## src/rtl/fcr_pkg.sv

```systemverilog
`timescale 1ns/1ps
package fcr_pkg;
   typedef enum logic [2:0] {
      OP_INIT  = 3'd0,
      OP_CLEX  = 3'd1,
      OP_LDCW  = 3'd2,
      OP_STCW  = 3'd3,
      OP_STSW  = 3'd4,
      OP_INCT  = 3'd5,
      OP_DECT  = 3'd6,
      OP_FREE  = 3'd7
   } fcr_op_e;

   localparam int unsigned WORD_W = 16;
   localparam logic [1:0]  TAG_EMPTY = 2'b11;
endpackage

```

## src/rtl/fcr_ctrl_word.sv

```systemverilog
`timescale 1ns/1ps
module fcr_ctrl_word #(
   parameter int unsigned W       = 16,
   parameter logic [W-1:0] INIT_CW = 16'h037F
) (
   input  logic         clk,
   input  logic         rst_n,
   input  logic         do_init,
   input  logic         do_load,
   input  logic [W-1:0] wr_data,
   output logic [W-1:0] ctrl_q
);
   always_ff @(posedge clk) begin
      if (!rst_n)       ctrl_q <= INIT_CW;
      else if (do_init) ctrl_q <= INIT_CW;
      else if (do_load) ctrl_q <= wr_data;
   end
endmodule

```

## src/rtl/fcr_status_word.sv

```systemverilog
`timescale 1ns/1ps
module fcr_status_word #(
   parameter int unsigned EXC_N = 6,
   parameter int unsigned TOP_W = 3
) (
   input  logic             clk,
   input  logic             rst_n,
   input  logic             do_init,
   input  logic             do_clex,
   input  logic             do_inc,
   input  logic             do_dec,
   input  logic [EXC_N-1:0] exc_set,
   input  logic             sf_set,
   input  logic             busy_set,
   input  logic             cond_wr,
   input  logic [3:0]       cond_in,
   input  logic             err_sum,
   output logic [EXC_N-1:0] flags,
   output logic [15:0]      status_word
);
   logic [EXC_N-1:0] flags_n;
   logic             sf_q, sf_n, busy_q, busy_n;
   logic [3:0]       cc_q, cc_n;
   logic [TOP_W-1:0] top_q, top_n;

   always_comb begin
      flags_n = flags;
      sf_n    = sf_q;
      busy_n  = busy_q;
      top_n   = top_q;
      cc_n    = cond_wr ? cond_in : cc_q;
      if (do_init) begin
         flags_n = '0;
         sf_n    = 1'b0;
         busy_n  = 1'b0;
         top_n   = '0;
         cc_n    = '0;
      end else if (do_clex) begin
         flags_n = '0;
         sf_n    = 1'b0;
         busy_n  = 1'b0;
      end else if (do_inc) begin
         top_n   = top_q + 1'b1;
         cc_n[1] = 1'b0;
      end else if (do_dec) begin
         top_n   = top_q - 1'b1;
         cc_n[1] = 1'b0;
      end
      flags_n = flags_n | exc_set;
      sf_n    = sf_n | sf_set;
      busy_n  = busy_n | busy_set;
   end

   always_ff @(posedge clk) begin
      if (!rst_n) begin
         flags  <= '0;
         sf_q   <= 1'b0;
         busy_q <= 1'b0;
         top_q  <= '0;
         cc_q   <= '0;
      end else begin
         flags  <= flags_n;
         sf_q   <= sf_n;
         busy_q <= busy_n;
         top_q  <= top_n;
         cc_q   <= cc_n;
      end
   end

   assign status_word = {busy_q, cc_q[3], top_q, cc_q[2:0], err_sum, sf_q, flags};
endmodule

```

## src/rtl/fcr_tag_word.sv

```systemverilog
`timescale 1ns/1ps
module fcr_tag_word #(
   parameter int unsigned NREG  = 8,
   parameter int unsigned IDX_W = 3
) (
   input  logic              clk,
   input  logic              rst_n,
   input  logic              do_init,
   input  logic              do_free,
   input  logic [IDX_W-1:0]  free_idx,
   input  logic              wr_en,
   input  logic [IDX_W-1:0]  wr_idx,
   input  logic [1:0]        wr_val,
   output logic [2*NREG-1:0] tag_word
);
   import fcr_pkg::*;

   for (genvar g = 0; g < NREG; g++) begin : g_tag
      localparam logic [IDX_W-1:0] MY_IDX = IDX_W'(g);
      logic [1:0] tag_q;
      always_ff @(posedge clk) begin
         if (!rst_n)
            tag_q <= TAG_EMPTY;
         else if (do_init || (do_free && free_idx == MY_IDX))
            tag_q <= TAG_EMPTY;
         else if (wr_en && wr_idx == MY_IDX)
            tag_q <= wr_val;
      end
      assign tag_word[2*g +: 2] = tag_q;
   end
endmodule

```

## src/rtl/fpu_ctrl_regs.sv

```systemverilog
`timescale 1ns/1ps
module fpu_ctrl_regs #(
   parameter int unsigned NREG    = 8,
   parameter int unsigned EXC_N   = 6,
   parameter logic [15:0] INIT_CW = 16'h037F
) (
   input  logic        clk,
   input  logic        rst_n,
   input  logic        cmd_valid,
   input  logic [2:0]  cmd_op,
   input  logic [2:0]  cmd_idx,
   input  logic [15:0] cmd_wdata,
   output logic [15:0] cmd_rdata,
   input  logic [5:0]  exc_set,
   input  logic        sf_set,
   input  logic        busy_set,
   input  logic        cond_wr,
   input  logic [3:0]  cond_in,
   input  logic        tag_wr,
   input  logic [2:0]  tag_wr_idx,
   input  logic [1:0]  tag_wr_val,
   output logic [15:0] status_out,
   output logic [15:0] tag_out,
   output logic        irq_req
);
   import fcr_pkg::*;

   localparam int unsigned IDX_W = $clog2(NREG);
   localparam int unsigned TAG_W = 2 * NREG;

   if (TAG_W != WORD_W) begin : g_bad_nreg
      $error("NREG must give a tag word of exactly WORD_W bits");
   end
   if (IDX_W != 3) begin : g_bad_top
      $error("top field of the status word is fixed at 3 bits");
   end
   if (EXC_N != 6) begin : g_bad_exc
      $error("status word holds exactly six exception flags");
   end

   fcr_op_e          op;
   logic             do_init, do_clex, do_ldcw, do_stcw, do_stsw;
   logic             do_inc, do_dec, do_free;
   logic [15:0]      ctrl_word;
   logic [EXC_N-1:0] flags;
   logic             err_sum;

   assign op      = fcr_op_e'(cmd_op);
   assign do_init = cmd_valid && op == OP_INIT;
   assign do_clex = cmd_valid && op == OP_CLEX;
   assign do_ldcw = cmd_valid && op == OP_LDCW;
   assign do_stcw = cmd_valid && op == OP_STCW;
   assign do_stsw = cmd_valid && op == OP_STSW;
   assign do_inc  = cmd_valid && op == OP_INCT;
   assign do_dec  = cmd_valid && op == OP_DECT;
   assign do_free = cmd_valid && op == OP_FREE;

   fcr_ctrl_word #(.W(WORD_W), .INIT_CW(INIT_CW)) u_ctrl (
      .clk     (clk),
      .rst_n   (rst_n),
      .do_init (do_init),
      .do_load (do_ldcw),
      .wr_data (cmd_wdata),
      .ctrl_q  (ctrl_word)
   );

   assign err_sum = |(flags & ~ctrl_word[EXC_N-1:0]);
   assign irq_req = err_sum;

   fcr_status_word #(.EXC_N(EXC_N), .TOP_W(IDX_W)) u_stat (
      .clk         (clk),
      .rst_n       (rst_n),
      .do_init     (do_init),
      .do_clex     (do_clex),
      .do_inc      (do_inc),
      .do_dec      (do_dec),
      .exc_set     (exc_set),
      .sf_set      (sf_set),
      .busy_set    (busy_set),
      .cond_wr     (cond_wr),
      .cond_in     (cond_in),
      .err_sum     (err_sum),
      .flags       (flags),
      .status_word (status_out)
   );

   fcr_tag_word #(.NREG(NREG), .IDX_W(IDX_W)) u_tag (
      .clk      (clk),
      .rst_n    (rst_n),
      .do_init  (do_init),
      .do_free  (do_free),
      .free_idx (cmd_idx),
      .wr_en    (tag_wr),
      .wr_idx   (tag_wr_idx),
      .wr_val   (tag_wr_val),
      .tag_word (tag_out)
   );

   always_ff @(posedge clk) begin
      if (!rst_n)       cmd_rdata <= '0;
      else if (do_stcw) cmd_rdata <= ctrl_word;
      else if (do_stsw) cmd_rdata <= status_out;
   end
endmodule

```

## config.mk

```make
export PLATFORM = sky130hd
export DESIGN_NAME = fpu_ctrl_regs
export DESIGN_NICKNAME = d
export VERILOG_FILES = /design/src/rtl/fcr_pkg.sv /design/src/rtl/fcr_ctrl_word.sv /design/src/rtl/fcr_status_word.sv /design/src/rtl/fcr_tag_word.sv /design/src/rtl/fpu_ctrl_regs.sv
export SDC_FILE = /design/constraint.sdc
export NUM_CORES = 1
export LEC_CHECK = 0
export BUFFER_PORTS_ARGS = -buffer_cell sky130_fd_sc_hd__buf_2
export CORE_ASPECT_RATIO = 0.9
export CORE_MARGIN = 3
export CORE_UTILIZATION = 35
export CTS_CLUSTER_SIZE = 24
export DETAILED_ROUTE_END_ITERATION = 6
export SLEW_MARGIN = 10
export SYNTH_ARGS = -nofsm -noshare
export SYNTH_HDL_FRONTEND = slang
export SYNTH_SLANG_ARGS = --single-unit
```

## constraint.sdc

```tcl
create_clock -name clk -period 2.15 [get_ports clk]
set_input_delay 0.215 -clock clk [delete_from_list [all_inputs] [get_ports clk]]
set_output_delay 0.215 -clock clk [all_outputs]
set_load 0.02 [all_outputs]
```

==> results of run 1 <==
==> worst min-delay path, delay by kind of cell <==
kind | cells | cell delay, ps
and+or+nand+nor | 2 | 100
buffers and inverters | 1 | 70
==> per-stage QoR <==
step | hold WS [ps] | worst slack, ps | instance area (um2) | instances
3_5_place_dp | 427 | 204 | 3190 | 465
3_3_place_gp | 430 | 245 | 3190 | 465
4_1_cts | 63.5 | 485 | 3420 | 481
6_report | 85.1 | 470 | 3420 | 481
2_1_floorplan | 337 | 454 | 2700 | 296
5_1_grt | 83.3 | 392 | 3420 | 481
==> kinds of logic after synthesis <==
group,Yosys count
compound gates,67
xor+xnor,4
fa+ha+maj,1
buf+inv,32
flops,63
mux,20
simple gates,109
==> flip-flops by register name, summed over array words and instances, names as in the netlist <==
signal and count:
cmd_rdata 16, u_ctrl.ctrl_q 16, u_tag.g_tag.tag_q 16, u_stat.flags 6, u_stat.cc_q 4, u_stat.top_q 3
u_stat.busy_q 1, u_stat.sf_q 1
==> placed cells by master (no fill, tap or decap), drive strengths merged, types with 2 or more instances in the layout <==
cell type  instances
bufinv             2
nand2             63
o21ai              2
nor3b              2
mux2i             20
nand3              9
nand4b             3
a21oi             17
a22oi             16
buf               99
inv                9
a21boi            16
nor3               3
o211ai             4
nand4              2
o311ai             2
o22ai              3
xnor2              3
clkbuf            13
dfxtp             63
a31oi              4
nor2               9
nor2b              8
==> metal layers <==
metal,vias to the layer above,GRT usage (%)
met5,-,0
met4,0,4.84
met3,6,5.38
met2,82,26.2
met1,1107,22.4
li1,1201,-
==> power by group through the flow <==
stage	clock (W)	sequential, W	combinational, W
final	0.00116	0.00124	0.000303
after global routing	0.00125	0.00125	0.000336
after CTS	0.00119	0.00124	0.000305
after detailed placement	0	0.00127	0.000304
after global placement	0	0.00127	0.000301
after floorplan	0	0.00130	0.000158
==> worst paths after layout <==
kind | from | endpoint
setup reg to reg | u_stat.top_q[1] | u_stat.top_q[2]
hold reg to reg | cmd_rdata[8] | cmd_rdata[8]
setup / recovery | u_stat.top_q[1] | u_stat.top_q[2]
hold / removal | cmd_wdata[4] | u_ctrl.ctrl_q[4]
==> cell usage after synthesis (2+ instances only) <==
cell	number
o211ai_1	4
buf_2	3
a21boi_0	6
o22ai_1	3
nor2_1	8
xnor2_1	3
buf_6	6
nand4b_1	3
dfxtp_1	63
nand2_1	63
buf_1	3
a22oi_1	16
a21boi_1	10
inv_1	9
a21oi_2	2
a31oi_1	4
nor2b_1	8
a21oi_1	15
nand4_1	2
mux2i_1	20
clkbuf_1	6
nor3b_1	2
nand3_1	9
nor3_1	3
o311ai_0	2
buf_4	5
==> final cells by class <==
type,count,area [um2],share of cell area [%]
repair buffers,99,513,15.0
clock buffers,13,159,4.65
well taps,93,116,3.40
inverters,9,33.8,0.988
flip-flops and latches,63,1260,36.9
multi-input cells,201,1270,37.2
clock inverters,3,65.1,1.90
==> results.sh, run 1 <==
export IMPL_clk_latency_ps=330
export IMPL_crit_family="simple AND/OR/NAND/NOR gates"
export IMPL_outcome="finished, final reports clean"
export IMPL_power_density_nw_per_um2=790
export IMPL_place_hpwl_um=5130
export IMPL_fp_dieH_um=89.4
export IMPL_path_clk_slew_ps=70
export IMPL_drc=0
export IMPL_synthSimpleGateAreaFrac_pct=19.6
export IMPL_max_slew_margin_pct=71.2
export IMPL_r2r_cells=6
export IMPL_nets=428
export IMPL_drv_slew=0
export IMPL_period_needed_ps=1680
export IMPL_endpoint_kind="flip-flop"
export IMPL_synth_cell_types=44
export IMPL_setup_viol=0
export IMPL_clockRootBuffer="clkbuf_8"
export IMPL_avgSynthCellArea_um2=9.13
export IMPL_synth_top_area_share_pct=46.6
export IMPL_synth_compound_area_share_pct=17.6
export IMPL_cap_violations=0
export IMPL_start_kind="flip-flop"
export IMPL_cts_max_path_buffers=2
export IMPL_finalClockSkew_ps=6.25
export IMPL_vias_per_cell=4.98
export IMPL_grt_pass1_vias=2313
export IMPL_arrival_ps=1900
export IMPL_drt_iter0_markers=94
export IMPL_holdPathStages=3
export IMPL_vias=2396
export IMPL_synthXorXnorAreaFrac_pct=1.30
export IMPL_min_path_type="in -> reg"
export IMPL_cp_required_ps=2370
export IMPL_pwr_share_clk_pct=42.8
export IMPL_seq_area_frac_synth_pct=46.6
export IMPL_crit_slowest_cell="or4b_1"
export IMPL_rsz0062_at_grt="no"
export IMPL_grt_pass1_wl_um=11600
export IMPL_cts_setup_buffers=0
export IMPL_num_antenna_cells=0
export IMPL_finalPower_w=0.00270
export IMPL_portBuffers=92
export IMPL_power_net_switching_w=0.000652
export IMPL_path_depth=6
export IMPL_tns_ps=0
export IMPL_worstPathMaxFanout=5
export IMPL_core_area_um2=7260
export IMPL_htree_num_levels=3
export IMPL_max_freq_mhz=595
export IMPL_cts_buffers_inserted=9
export IMPL_synthAdderAreaFrac_pct=0.463
export IMPL_grt_overflow=0
export IMPL_synthCells=296
export IMPL_finalCritPeriodShare_pct=78.2
export IMPL_cp_cell_sequence="xor2_1 -> ha_1 -> or4b_1 -> a21oi_1 -> xnor2_1 -> nor2_1"
export IMPL_ctsHoldBuffers=0
export IMPL_wl_met1_um=3360
export IMPL_critPathMaxStageDelay_ps=470
export IMPL_wl_per_cell_um=14.8
export IMPL_yosys_warnings=0
export IMPL_area_delta_synth_final_pct=26.4
export IMPL_wl_met3_um=476
export IMPL_ys_ff_latch=63
export IMPL_ys_dominant_reg_cell="dfxtp_1"
export IMPL_clock_sinks=63
export IMPL_antenna_found_initial=0
export IMPL_gr_usage_all_layers_pct=16.8
export IMPL_totalWireLength_um=7100
export IMPL_power_share_switching_pct=24.2
export IMPL_worstSetupPathType="reg -> reg"
export IMPL_die_w_um=98.6
export IMPL_final_util_pct=47.1
export IMPL_synth_top_family_by_area="simple AND/OR/NAND/NOR gates"
export IMPL_finalHoldViolCount=0
export IMPL_start_util_pct=37.3
export IMPL_drt_pass1_iter_count=4
export IMPL_die_area_um2=8820
export IMPL_p_leak_nw=1.51
export IMPL_synth_edf_count=0
export IMPL_synth_area_top_cells="dfxtp_1, nand2_1, mux2i_1, a22oi_1, a21boi_1"
export IMPL_comb_power_share_pct=11.2
export IMPL_yosys_area_top_type="dfxtp_1"
export IMPL_ctsResizeCount=0
export IMPL_drtAntennaViolNets=0
export IMPL_grt_max_degree=25
export IMPL_synthArstFlopShare_pct=0
export IMPL_syn_area_um2=2700
export IMPL_drive_gt1_share_pct=31.2
export IMPL_irDropWorstVdd_uv=471
export IMPL_seqPwrFrac_pct=46.0
export IMPL_tightestPinTransition_ps=432
export IMPL_p_int_w=0.00205
export IMPL_r2r_setup_slack_ps=470
export IMPL_synth_nets=341
export IMPL_critPathBufInv=0
export IMPL_muxShareOfSynthArea_pct=7.40
export IMPL_gp_congestion=0.809
export IMPL_placementRows=29
export IMPL_nFillCells=743
export IMPL_io_pins=93
export IMPL_top_signal_layer_used="met4"
export IMPL_routed_wl_met2_um=3210
export IMPL_cts_tree="built"
(Power assumes the default switching activity.)
==> run 2: changes to the inputs <==
==> constraint.sdc (replaced) <==
create_clock -name clk -period 1.6 [get_ports clk]
set_input_delay 0.16 -clock clk [delete_from_list [all_inputs] [get_ports clk]]
set_output_delay 0.16 -clock clk [all_outputs]
set_load 0.02 [all_outputs]
==> run 2 against run 1 <==
Final cell count increased by 1.9%. Total power increased by 34%. Cell area increased by 3.0%. Critical path type unchanged.
==> results.sh, run 2 (same netlist as run 1, synthesis figures left out) <==
export IMPL_ctsHoldBuffers=0
export IMPL_grt_pass1_vias=2309
export IMPL_max_slew_margin_pct=69.0
export IMPL_totalWireLength_um=7090
export IMPL_arrival_ps=1770
export IMPL_final_area_um2=3520
export IMPL_drt_iter0_markers=70
export IMPL_area_delta_synth_final_pct=30.3
export IMPL_p_leak_nw=1.56
export IMPL_drtAntennaViolNets=0
export IMPL_nFillCells=720
export IMPL_portBuffers=92
export IMPL_io_pins=93
export IMPL_drive_gt1_share_pct=34.3
export IMPL_path_clk_slew_ps=70
export IMPL_core_area_um2=7260
export IMPL_comb_power_share_pct=12.3
export IMPL_power_net_switching_w=0.000882
export IMPL_die_area_um2=8820
export IMPL_placementRows=29
export IMPL_seqPwrFrac_pct=46.2
export IMPL_die_w_um=98.6
export IMPL_cap_violations=0
export IMPL_layout_common_cells="buf_2, nand2_1, dfxtp_1"
export IMPL_drc=0
export IMPL_min_path_type="in -> reg"
export IMPL_nets=438
export IMPL_dpl_cell_area_um2=3300
export IMPL_clk_latency_ps=330
export IMPL_grt_overflow=0
export IMPL_p_int_w=0.00272
export IMPL_wl_per_cell_um=14.5
export IMPL_drv_slew=0
export IMPL_finalClockSkew_ps=9.49
export IMPL_layout_commonest_cell="buf_2"
export IMPL_clockRootBuffer="clkbuf_8"
export IMPL_ctsResizeCount=0
export IMPL_tightestPinTransition_ps=464
export IMPL_pwr_share_clk_pct=41.5
export IMPL_hold_ws_ps=37.2
export IMPL_endpoint_kind="flip-flop"
export IMPL_gr_usage_all_layers_pct=16.2
export IMPL_cts_tree="built"
export IMPL_grt_pass1_wl_um=11300
export IMPL_htree_num_levels=3
export IMPL_multi_input_area_um2=1280
export IMPL_cts_max_path_buffers=2
export IMPL_worstPathMaxFanout=2
export IMPL_irDropWorstVdd_uv=504
export IMPL_worstSetupPathType="reg -> reg"
export IMPL_reg_top3="cmd_rdata x16, u_ctrl.ctrl_q x16, u_tag.g_tag.tag_q x16"
export IMPL_finalHoldViolCount=0
export IMPL_clock_sinks=63
export IMPL_start_kind="flip-flop"
export IMPL_period_needed_ps=1540
export IMPL_power_density_nw_per_um2=1020
export IMPL_drt_pass1_iter_count=4
export IMPL_finalCritPeriodShare_pct=96.2
export IMPL_cts_setup_buffers=0
export IMPL_gp_congestion=0.779
export IMPL_vias=2385
export IMPL_place_hpwl_um=5220
export IMPL_grt_max_degree=20
export IMPL_setup_viol=0
export IMPL_antenna_found_initial=0
export IMPL_cts_buffers_inserted=9
export IMPL_register_area_um2=1260
export IMPL_fp_dieH_um=89.4
export IMPL_start_util_pct=37.3
export IMPL_vias_per_cell=4.87
export IMPL_power_share_switching_pct=24.5
export IMPL_num_antenna_cells=0
export IMPL_outcome="finished, final reports clean"
export IMPL_rsz0062_at_grt="no"
export IMPL_cp_required_ps=1830
export IMPL_max_freq_mhz=650
-- run 2: per-layer routing --
layer	wire, um	part of all wire, %	global-route usage [%]	up-vias
met5	0	0	0	-
li1	-	-	-	1219
met4	94	1.3	6.33	0
met2	3060	43	25.3	58
met3	402	5.7	3.51	7
met1	3530	50	22.1	1101
-- run 2: final timing paths --
path,from,end,slack [ps],depth (start not counted)
setup / recovery,u_stat.top_q[1],u_stat.top_q[2],60,6
hold / removal,cmd_wdata[3],u_ctrl.ctrl_q[3],40,3
setup reg to reg,u_stat.top_q[1],u_stat.top_q[2],60,6
hold reg to reg,cmd_rdata[6],cmd_rdata[6],450,2
-- run 2: power groups by stage --
stage          Clock, W  Combinational (W)  Sequential (W)
4_1_cts         0.00152           0.000442         0.00166
3_5_place_dp          0           0.000440         0.00170
2_1_floorplan         0           0.000213         0.00174
5_1_grt         0.00159           0.000484         0.00167
6_report        0.00150           0.000442         0.00166
3_3_place_gp          0           0.000436         0.00170
-- run 2: metrics by stage --
| step | power, W | cells | setup WS (ps) | setup TNS, ps | utilization [%] |
|---|---|---|---|---|---|
| after floorplan | 0.00196 | 296 | -29.4 | -29.4 | - |
| after global placement | 0.00213 | 475 | -99.1 | -99.1 | 45.5 |
| after detailed placement | 0.00214 | 475 | -120 | -120 | 45.5 |
| after CTS | 0.00363 | 490 | 22.9 | 0 | 48.4 |
| after global routing | 0.00375 | 490 | 2.27 | 0 | 48.5 |
| final | 0.00360 | 490 | 61.3 | 0 | 48.5 |
-- run 2: cell type report --
class                   instances  share of cell area (%)
clock buffers                  11                    4.01
clock inverters                 4                    1.99
inverters                       9                   0.959
multi-input cells             201                    36.4
flip-flops and latches         63                    35.9
well taps                      93                    3.30
repair buffers                109                    17.5
-- run 2: worst max-delay path, stage by stage, from the launching register on --
cell     delay, ps
dfxtp_2        330
xor2_1         150
ha_2           170
or4b_1         480
a21oi_2        140
xnor2_1        120
nor2_1          50
